===== src/rtl/prio_vic.sv =====
module prio_vic #(
  parameter int NI = 6,
  parameter int NL = 8,
  parameter int VW = 16,
  localparam int NS = NI + 2,
  localparam int SW = $clog2(NS + 1),
  localparam int PW = $clog2(NL),
  localparam int DW = $clog2(NL + 1)
) (
  input  logic          clk,
  input  logic          rst_n,
  input  logic [NI-1:0] per_irq,
  input  logic [1:0]    ext_irq,
  input  logic          ext_fiq,
  input  logic          cfg_we,
  input  logic [SW-1:0] cfg_src,
  input  logic          cfg_en,
  input  logic [PW-1:0] cfg_prio,
  input  logic [1:0]    cfg_mode,
  input  logic [VW-1:0] cfg_vec,
  input  logic          ack,
  input  logic          eoi,
  output logic          irq_o,
  output logic          fiq_o,
  output logic [SW-1:0] src_o,
  output logic [VW-1:0] vec_o
);

  logic [NS-1:0] en_q, pend_q, low, act, ev, req, elig, now_v, prev_v;
  logic [PW-1:0] prio_q [NS];
  logic [1:0]    mode_q [NS];
  logic [VW-1:0] vec_q  [NS];
  logic [1:0]    ext_m, ext_s, ext_d;
  logic [NI-1:0] per_d;
  logic          fiq_m, fiq_s;
  logic [PW-1:0] stk_q [NL];
  logic [DW-1:0] depth_q;
  logic [PW-1:0] top_lvl, wp;
  logic [SW-1:0] win;
  logic          hit, take, pop;

  always_ff @(posedge clk or negedge rst_n) begin
    if (!rst_n) begin
      ext_m <= '0; ext_s <= '0; ext_d <= '0;
      per_d <= '0; fiq_m <= 1'b0; fiq_s <= 1'b0;
    end else begin
      ext_m <= ext_irq; ext_s <= ext_m; ext_d <= ext_s;
      per_d <= per_irq; fiq_m <= ext_fiq; fiq_s <= fiq_m;
    end
  end

  assign now_v   = {ext_s, per_irq};
  assign prev_v  = {ext_d, per_d};
  assign top_lvl = stk_q[PW'(depth_q - DW'(1))];
  assign pop     = eoi & (depth_q != '0);
  assign take    = ack & ~eoi & hit;

  for (genvar i = 0; i < NS; i++) begin : g_src
    localparam bit EXT = (i >= NI);
    assign low[i]  = EXT & mode_q[i][1];
    assign act[i]  = now_v[i] ^ low[i];
    assign ev[i]   = low[i] ? (prev_v[i] & ~now_v[i]) : (now_v[i] & ~prev_v[i]);
    assign req[i]  = mode_q[i][0] ? pend_q[i] : act[i];
    assign elig[i] = req[i] & en_q[i] & ((depth_q == '0) || (prio_q[i] > top_lvl));

    always_ff @(posedge clk or negedge rst_n) begin
      if (!rst_n) begin
        pend_q[i] <= 1'b0;
        en_q[i]   <= 1'b0;
        prio_q[i] <= '0;
        mode_q[i] <= '0;
        vec_q[i]  <= '0;
      end else begin
        pend_q[i] <= mode_q[i][0] & ((pend_q[i] & ~(take && win == SW'(i))) | ev[i]);
        if (cfg_we && cfg_src == SW'(i)) begin
          en_q[i]   <= cfg_en;
          prio_q[i] <= cfg_prio;
          mode_q[i] <= cfg_mode;
          vec_q[i]  <= cfg_vec;
        end
      end
    end
  end

  always_comb begin
    hit = 1'b0;
    win = '0;
    wp  = '0;
    for (int i = NS - 1; i >= 0; i--) begin
      if (elig[i] && (!hit || prio_q[i] >= wp)) begin
        hit = 1'b1;
        win = SW'(i);
        wp  = prio_q[i];
      end
    end
  end

  always_ff @(posedge clk or negedge rst_n) begin
    if (!rst_n) begin
      depth_q <= '0;
      for (int k = 0; k < NL; k++) stk_q[k] <= '0;
    end else if (pop) begin
      depth_q <= depth_q - DW'(1);
    end else if (take) begin
      stk_q[PW'(depth_q)] <= wp;
      depth_q <= depth_q + DW'(1);
    end
  end

  assign irq_o = hit;
  assign fiq_o = fiq_s;
  assign src_o = hit ? win : '0;
  assign vec_o = hit ? vec_q[win] : '0;

endmodule


===== config.mk =====
export PLATFORM = sky130hd
export DESIGN_NAME = prio_vic
export DESIGN_NICKNAME = d
export VERILOG_FILES = /design/src/rtl/prio_vic.sv
export SDC_FILE = /design/constraint.sdc
export NUM_CORES = 1
export LEC_CHECK = 0
export BUFFER_PORTS_ARGS = -buffer_cell sky130_fd_sc_hd__buf_2
export CAP_MARGIN = 25
export CORE_MARGIN = 2
export CORE_UTILIZATION = 55
export CTS_CLUSTER_DIAMETER = 120
export CTS_CLUSTER_SIZE = 24
export DETAILED_ROUTE_END_ITERATION = 8
export PLACE_DENSITY_LB_ADDON = 0.25
export SYNTH_ARGS = -nofsm -noshare
export SYNTH_HDL_FRONTEND = slang
export SYNTH_SLANG_ARGS = --single-unit

===== constraint.sdc =====
create_clock -name clk -period 18.14 [get_ports clk]
set_clock_uncertainty 0.05 [all_clocks]
set_input_delay 3.628 -clock clk [delete_from_list [all_inputs] [get_ports clk]]
set_output_delay 3.628 -clock clk [all_outputs]
set_load 0.02 [all_outputs]

==> impl_metrics.env, run 1 <==
export IMPL_status="completed"
export IMPL_vias=7696
export IMPL_place_hpwl_um=17620
export IMPL_cts_buffers=13
export IMPL_cts_tree="done"
export IMPL_antenna_cells=0
export IMPL_area_growth_pct=10.40
export IMPL_post_dp_cell_area_um2=11970
export IMPL_antenna_left=0
export IMPL_synth_cells=881
export IMPL_io_pins=62
export IMPL_crit_fanout=19
export IMPL_cts_max_level=1
export IMPL_portBuffers=60
export IMPL_viasPerCell=6.319
export IMPL_synth_nets=969
export IMPL_clockBufferDepth=3
export IMPL_worst_pin_slew_ns=1.029
export IMPL_grtUsageTotal_pct=25.26
export IMPL_critical_path_arrival_ns=13.58
export IMPL_syn_avg_cell_area_um2=12.83
export IMPL_async_flop_share_pct=100.0
export IMPL_utilization_pct=61.68
export IMPL_pre_cts_ws_ns=0.2435
export IMPL_final_min_clock_period_ns=17.26
export IMPL_startpoint_type="flip-flop"
export IMPL_synth_seq_cells=220
export IMPL_drc=0
export IMPL_place_congestion=0.9418
export IMPL_drv_cap=0
export IMPL_clock_sinks=220
export IMPL_synth_flop_cell="dfrtp_1"
export IMPL_slew_headroom_pct=30.94
export IMPL_yosysSeqAreaShare_pct=48.70
export IMPL_clkTransAtPathRegs_ns=0.10
export IMPL_insertion_delay_ns=0.48
export IMPL_drtIter0Drc=477
export IMPL_wl_per_cell_um=22.14
export IMPL_path_class="reg -> out"
export IMPL_antenna_found_initial=0
export IMPL_min_path_type="reg -> reg"
export IMPL_syn_cell_area_um2=11300
export IMPL_setup_ws_ns=0.8824
export IMPL_wl_met2_um=12980
export IMPL_grt_first_pass_wirelength_um=43410
export IMPL_synth_top_area_share_pct=48.70
export IMPL_yosysWarnings=0
export IMPL_dieArea_um2=21720
export IMPL_grt_ovfl_total=0
export IMPL_core_area_um2=20230
export IMPL_reg2reg_setup_slack_ns=4.99
export IMPL_die_w_um=147.4
export IMPL_final_area_um2=12480
export IMPL_root_buffer="clkbuf_16"
export IMPL_final_nets=1036
export IMPL_grt_start_max_net_pins=82
export IMPL_fmax_mhz=57.95
export IMPL_max_stage_delay_ns=0.67
export IMPL_met1Wirelength_um=12170
export IMPL_worst_path_max_delay_cell="a2111oi_1"
export IMPL_routed_top_layer="met4"
export IMPL_required_ns=14.46
export IMPL_min_period_over_period_pct=95.14
export IMPL_layout_drive_gt1_share_pct=37.97
export IMPL_setup_viol=0
export IMPL_routed_wl_um=26960
export IMPL_fillers=1645
export IMPL_grt_pass1_vias=7717
export IMPL_route_met3_wl_um=1024
export IMPL_cts_hold_buffers=0
export IMPL_initial_core_util_pct=55.87
export IMPL_hold_viol_final=0
export IMPL_firstDrtPassIters=5
export IMPL_slew_viol_final=0
export IMPL_end_kind="output port"
export IMPL_yosys_area_top_type="dfrtp_1"
export IMPL_die_height_um=147.4
export IMPL_synth_edff_count=0
export IMPL_ys_types=78
export IMPL_rows=52
export IMPL_synth_area_leaders="dfrtp_1 (49%), mux2_2 (19%), ha_1 (5.3%), o22ai_1 (2.3%), o221ai_1 (1.8%)"
synth_stat cells (5+ instances only):
library cell,number
nor2_1,19
nand3_1,9
a21o_1,9
mux4_2,6
mux2_2,186
nor3b_1,5
o31ai_1,5
buf_4,7
a21boi_0,13
a221oi_2,5
and2_1,5
inv_1,17
nand2b_1,18
dfrtp_1,220
buf_2,10
nand3b_1,6
a21oi_1,20
o221ai_1,23
buf_1,7
o221ai_2,9
o21ai_0,21
o21a_1,8
o211ai_1,12
nor3_1,7
nor4_1,5
o22ai_1,42
mux2_1,7
nand2_1,30
clkbuf_1,14
ha_1,48
cells in the final DEF (no fill, tap or decap), types with 5 or more instances in the layout:
cell       netlist  routed
nand3b_1         6       6
o21ai_0         21      19
buf_4            7      28
nand2_1         30      30
buf_2           10      59
and2_1           5       5
nand2b_1        18      18
a21oi_1         20      18
nand3_1          9       9
o21a_1           8       8
nor3_1           7       6
nor4_1           5       5
mux2_1           7       7
o211ai_1        12      12
a21oi_2          3       5
ha_1            48      47
mux4_2           6       6
a21o_1           9       9
mux2_2         186     186
o221ai_1        23      23
dfrtp_1        220     218
a221oi_2         5       5
inv_1           17      17
o22ai_1         42      42
o221ai_2         9       9
nor2_1          19      18
o31ai_1          5       5
clkbuf_16        0      13
a21boi_0        13      13
metrics by stage:
stage | instances | hold slack (ns) | setup TNS, ns
after global routing | 1218 | 0.2895 | -0.1726
after global placement | 1193 | 0.2843 | 0
final | 1218 | 0.2819 | 0
after detailed placement | 1195 | 0.2894 | 0
after floorplan | 881 | 0.2812 | 0
after CTS | 1213 | 0.2866 | 0
registers in the layout, indices dropped and copies added (netlist names), 4 cells and up:
name     flops
mode_q       8
stk_q       24
pend_q       8
per_d        6
depth_q      4
prio_q      24
vec_q      128
en_q         8
per-layer routing:
layer  vias to the layer above  global-route usage, %
li1                       3502                      -
met1                      3982                  35.68
met2                       165                  41.59
met3                        47                  2.888
met4                         0                  7.452
met5                         -                      0
cell type report:
type / count / area [um2] / area share [%]
tap: 270 / 337.8 / 2.707
inverter: 18 / 67.56 / 0.5414
multi-input combinational: 604 / 5623 / 45.05
sequential: 220 / 5508 / 44.13
clock buffer: 13 / 325.3 / 2.607
clock inverter: 2 / 28.78 / 0.2306
timing repair buffer: 91 / 590.6 / 4.732
final timing paths:
kind,endpoint,startpoint,cells past startpoint
max,vec_o[8],depth_q[1],62
min,fiq_o,fiq_m,0
max reg2reg,pend_q[1],depth_q[1],61
min reg2reg,fiq_o,fiq_m,0
max in group asynchronous,vec_q[66],rst_n,2
min in group asynchronous,prio_q[3],rst_n,1
logic make-up after synthesis:
family	share of synthesized area (%)
DFF	48.70
adders and majority gates	5.313
and+or+nand+nor	6.807
muxes	20.60
buffers and inverters	2.402
other	0.03317
xor gates and xnor gates	0.4649
AOI/OAI and AO/OA	15.68
what timing repair did:
item,in CTS,in global routing
pin swaps,1,3
setup buffers,2,4
setup endpoints to repair,16,19
gates cloned,1,0
gates resized for setup,2,16
worst max-delay path, delay by kind of cell, from the launching register on:
family	cells	cell delay (ns)
DFF	1	0.45
AOI/OAI and AO/OA	34	6.54
muxes	2	0.72
buffers and inverters	4	0.65
adders and majority gates	9	2.68
and+or+nand+nor	13	2.03
Power of run 1 is left out: the tool's default activity adds up to more than one toggle a clock period on the data nets, which glitch-free logic cannot reach.
==> run 2, diff against run 1 <==
--- a/config.mk
+++ b/config.mk
@@ -8,11 +8,11 @@
 export BUFFER_PORTS_ARGS = -buffer_cell sky130_fd_sc_hd__buf_2
 export CAP_MARGIN = 25
 export CORE_MARGIN = 2
-export CORE_UTILIZATION = 55
+export CORE_UTILIZATION = 54
 export CTS_CLUSTER_DIAMETER = 120
 export CTS_CLUSTER_SIZE = 24
 export DETAILED_ROUTE_END_ITERATION = 8
-export PLACE_DENSITY_LB_ADDON = 0.25
+export PLACE_DENSITY = 0.78
 export SYNTH_ARGS = -nofsm -noshare
 export SYNTH_HDL_FRONTEND = slang
 export SYNTH_SLANG_ARGS = --single-unit
==> impl_metrics.env, run 2 (synthesized netlist as in run 1, its figures left out) <==
export IMPL_required_ns=14.46
export IMPL_final_min_clock_period_ns=17.50
export IMPL_end_kind="output port"
export IMPL_grt_first_pass_wirelength_um=43080
export IMPL_slew_viol_final=0
export IMPL_setup_viol=0
export IMPL_initial_core_util_pct=55.51
export IMPL_wl_met2_um=13330
export IMPL_die_w_um=148.7
export IMPL_hold_slack_ns=0.3102
export IMPL_grt_start_max_net_pins=107
export IMPL_grt_pass1_vias=7924
export IMPL_hold_viol_final=0
export IMPL_layout_drive_gt1_share_pct=38.59
export IMPL_route_met3_wl_um=1392
export IMPL_fmax_mhz=57.14
export IMPL_cts_tree="done"
export IMPL_crit_fanout=21
export IMPL_reg_top3="vec_q x128, prio_q x24, stk_q x24"
export IMPL_multiInputGateArea_um2=5653
export IMPL_max_stage_delay_ns=0.45
export IMPL_cts_hold_buffers=0
export IMPL_final_cell_mix="dfrtp_1 (218), mux2_2 (186), buf_2 (59)"
export IMPL_viasPerCell=6.435
export IMPL_place_congestion=0.9047
export IMPL_slew_headroom_pct=46.51
export IMPL_final_common_cell="dfrtp_1"
export IMPL_status="completed"
export IMPL_dieArea_um2=22110
export IMPL_antenna_left=0
export IMPL_drv_cap=0
export IMPL_cts_buffers=13
export IMPL_insertion_delay_ns=0.49
export IMPL_critPathBufInv=5
export IMPL_vias=7857
export IMPL_clockBufferDepth=3
export IMPL_firstDrtPassIters=5
export IMPL_clkTransAtPathRegs_ns=0.10
export IMPL_min_period_over_period_pct=96.47
export IMPL_drtIter0Drc=568
export IMPL_cts_max_level=1
export IMPL_place_hpwl_um=17680
export IMPL_antenna_cells=0
export IMPL_crit_family="compound AO/OA/AOI/OAI gates"
export IMPL_area_growth_pct=10.80
export IMPL_drc=0
export IMPL_worst_path_max_delay_cell="dfrtp_2"
export IMPL_clock_sinks=220
export IMPL_routed_top_layer="met4"
export IMPL_root_buffer="clkbuf_16"
export IMPL_worst_pin_slew_ns=0.8023
export IMPL_final_nets=1039
export IMPL_routed_wl_um=27370
export IMPL_critical_path_arrival_ns=13.82
export IMPL_startpoint_type="flip-flop"
export IMPL_crit_top_cell="a21o_1"
export IMPL_die_height_um=148.7
export IMPL_largest_reg_flops=128
export IMPL_met1Wirelength_um=12030
export IMPL_core_area_um2=20360
export IMPL_grtUsageTotal_pct=24.89
export IMPL_seqCellArea_um2=5508
export IMPL_portBuffers=60
export IMPL_fillers=1613
export IMPL_antenna_found_initial=0
export IMPL_min_path_type="reg -> reg"
export IMPL_regMostFlops="vec_q"
export IMPL_grt_ovfl_total=0
export IMPL_io_pins=62
export IMPL_path_class="reg -> out"
export IMPL_wl_per_cell_um=22.41
export IMPL_rows=52
run 2: cell count changes in the layout (fill, tap and decap cells not counted), sizes merged:
cell,delta
buf,+3
run 2: path summary, 6_finish.rpt:
| check | startpoint | end | slack [ns] | depth (start not counted) |
|---|---|---|---|---|
| worst max-delay path | depth_q[1] | vec_o[0] | 0.64 | 63 |
| worst min-delay path | fiq_m | fiq_o | 0.31 | 0 |
| worst max register to register | depth_q[1] | pend_q[7] | 4.76 | 64 |
| worst min register to register | fiq_m | fiq_o | 0.31 | 0 |
| max in group asynchronous | rst_n | en_q[4] | 13.64 | 2 |
| min in group asynchronous | rst_n | prio_q[0] | 3.07 | 1 |
run 2: cell type report:
class / count / share of cell area, %
Tap cell: 270 / 2.697
Clock inverter: 2 / 0.2297
Clock buffer: 13 / 2.597
Inverter: 18 / 0.5394
Timing Repair Buffer: 94 / 4.835
Multi-Input combinational cell: 604 / 45.13
Sequential cell: 220 / 43.97
run 2: repair_timing:
| action | 4_1_cts | 5_1_grt |
|---|---|---|
| pin swaps | 2 | 4 |
| resized for setup | 4 | 22 |
| setup buffers | 2 | 9 |
| cloned | 1 | 0 |
| setup endpoints to repair | 18 | 19 |
run 2: through the flow:
step | cells | setup slack [ns] | area, um2 | util (%) | TNS [ns]
floorplan | 881 | 1.386 | 11300 | - | 0
global placement | 1193 | 0.4407 | 11930 | 58.56 | 0
detailed placement | 1194 | -0.04305 | 11950 | 58.70 | -0.2210
CTS | 1212 | 0.005145 | 12350 | 60.65 | 0
global route | 1221 | -0.1019 | 12530 | 61.51 | -1.049
finish | 1221 | 0.6396 | 12530 | 61.51 | 0
run 2: routing by layer:
| layer | GRT usage (%) | up-vias |
|---|---|---|
| li1 | - | 3508 |
| met1 | 34.64 | 4090 |
| met2 | 41.46 | 213 |
| met3 | 3.252 | 46 |
| met4 | 6.857 | 0 |
| met5 | 0 | - |
run 2: worst reg2reg max path: cells and delay by family, from the launching register on:
family	cells	cell delay, ns
compound gates	34	6.55
fa+ha+maj	9	2.59
simple gates	13	1.91
buf+inv	6	1.00
mux	2	0.72
flops	1	0.45
Power of run 2 is left out for the same reason.
==> run 3, diff against run 2 <==
--- a/config.mk
+++ b/config.mk
@@ -8,11 +8,12 @@
 export BUFFER_PORTS_ARGS = -buffer_cell sky130_fd_sc_hd__buf_2
 export CAP_MARGIN = 25
 export CORE_MARGIN = 2
-export CORE_UTILIZATION = 54
+export CORE_UTILIZATION = 60
 export CTS_CLUSTER_DIAMETER = 120
 export CTS_CLUSTER_SIZE = 24
 export DETAILED_ROUTE_END_ITERATION = 8
-export PLACE_DENSITY = 0.78
+export PLACE_DENSITY = 0.85
+export SETUP_SLACK_MARGIN = 0.5
 export SYNTH_ARGS = -nofsm -noshare
 export SYNTH_HDL_FRONTEND = slang
 export SYNTH_SLANG_ARGS = --single-unit
==> impl_metrics.env, run 3 (synthesized netlist as in run 1, its figures left out) <==
export IMPL_status="completed"
export IMPL_place_congestion=0.9766
export IMPL_min_period_over_period_pct=94.46
export IMPL_die_w_um=141.3
export IMPL_viasPerCell=6.694
export IMPL_cts_hold_buffers=0
export IMPL_max_stage_delay_ns=0.47
export IMPL_clockBufferDepth=3
export IMPL_path_class="reg -> out"
export IMPL_min_path_type="reg -> reg"
export IMPL_core_area_um2=18580
export IMPL_critical_path_arrival_ns=13.46
export IMPL_fmax_mhz=58.36
export IMPL_final_cell_mix="dfrtp_1 (218), mux2_2 (185), buf_2 (59)"
export IMPL_root_buffer="clkbuf_16"
export IMPL_startpoint_type="flip-flop"
export IMPL_portBuffers=60
export IMPL_cts_buffers=13
export IMPL_final_setup_tns_ns=0
export IMPL_final_min_clock_period_ns=17.14
export IMPL_io_pins=62
export IMPL_firstDrtPassIters=5
export IMPL_antenna_found_initial=0
export IMPL_rows=50
export IMPL_place_hpwl_um=18170
export IMPL_slew_headroom_pct=25.91
export IMPL_end_kind="output port"
export IMPL_clkTransAtPathRegs_ns=0.09
export IMPL_grtUsageTotal_pct=27.34
export IMPL_final_nets=1037
export IMPL_required_ns=14.46
export IMPL_routed_wl_um=27460
export IMPL_antenna_left=0
export IMPL_vias=7919
export IMPL_drv_cap=0
export IMPL_cts_max_level=1
export IMPL_setup_viol=0
export IMPL_area_growth_pct=11.49
export IMPL_layout_drive_gt1_share_pct=39.09
export IMPL_post_dp_cell_area_um2=11960
export IMPL_fillers=1276
export IMPL_worst_pin_slew_ns=1.104
export IMPL_grt_start_max_net_pins=86
export IMPL_crit_fanout=18
export IMPL_drc=0
export IMPL_initial_core_util_pct=60.84
export IMPL_dieArea_um2=19950
export IMPL_drtIter0Drc=651
export IMPL_crit_top_cell="ha_1"
export IMPL_cts_tree="done"
export IMPL_reg_top3="vec_q x128, prio_q x24, stk_q x24"
export IMPL_wl_per_cell_um=23.21
export IMPL_grt_first_pass_wirelength_um=42950
export IMPL_largest_reg_flops=128
export IMPL_die_height_um=141.3
export IMPL_regMostFlops="vec_q"
export IMPL_slew_viol_final=0
export IMPL_final_common_cell="dfrtp_1"
export IMPL_final_area_um2=12600
export IMPL_clock_sinks=220
export IMPL_worst_path_max_delay_cell="dfrtp_2"
export IMPL_hold_slack_ns=0.2829
export IMPL_insertion_delay_ns=0.48
export IMPL_grt_pass1_vias=8006
export IMPL_hold_viol_final=0
export IMPL_rsz0062_at_grt="no"
export IMPL_antenna_cells=0
export IMPL_grt_ovfl_total=0
run 3: layout make-up:
class	count	area, um2	share of cell area, %
tap	234	292.8	2.323
timing repair buffer	92	665.6	5.281
inverter	18	67.56	0.5361
clock inverter	2	28.78	0.2283
sequential	220	5508	43.70
clock buffer	13	325.3	2.581
multi-input combinational	604	5715	45.35
run 3: per-stage QoR:
stage / util, % / setup slack, ns / cells
final: 67.83 / 1.004 / 1183
after global routing: 67.83 / 0.3353 / 1183
after CTS: 66.71 / 0.5450 / 1176
after detailed placement: 64.38 / 0.2913 / 1157
after global placement: 63.78 / 0.7515 / 1153
after floorplan: - / 1.386 / 881
run 3: per-layer routing:
| layer | vias up | GRT usage (%) | part of all wire (%) |
|---|---|---|---|
| li1 | 3502 | - | - |
| met1 | 4051 | 36.92 | 41 |
| met2 | 293 | 44.61 | 49 |
| met3 | 73 | 4.894 | 6.1 |
| met4 | 0 | 10.53 | 3.9 |
| met5 | - | 0 | 0 |
run 3: final timing paths:
| path | from | endpoint | slack [ns] | cells past startpoint |
|---|---|---|---|---|
| setup / recovery | depth_q[1] | vec_o[15] | 1.00 | 62 |
| hold / removal | ext_m[0] | ext_s[0] | 0.28 | 0 |
| setup reg to reg | depth_q[1] | pend_q[3] | 4.96 | 61 |
| hold reg to reg | ext_m[0] | ext_s[0] | 0.28 | 0 |
| max in group asynchronous | rst_n | depth_q[0] | 13.74 | 2 |
| min in group asynchronous | rst_n | prio_q[5] | 3.04 | 1 |
run 3: what timing repair did:
item                       in CTS  in global routing
cloned                          1                  0
setup buffers                   3                  6
pin swaps                       0                  5
setup endpoints to repair      18                 19
resized for setup              12                 27
run 3: critical path: cells and delay by family (launching register included):
kind                     cells  cell delay, ns
adder cells (fa/ha/maj)      9            2.55
buffers and inverters        6            1.26
multiplexers                 1            0.41
flip-flops                   1            0.47
XOR/XNOR                     1            0.25
AO/OA/AOI/OAI               35            6.50
AND/OR/NAND/NOR             10            1.55
Power of run 3 is left out for the same reason.
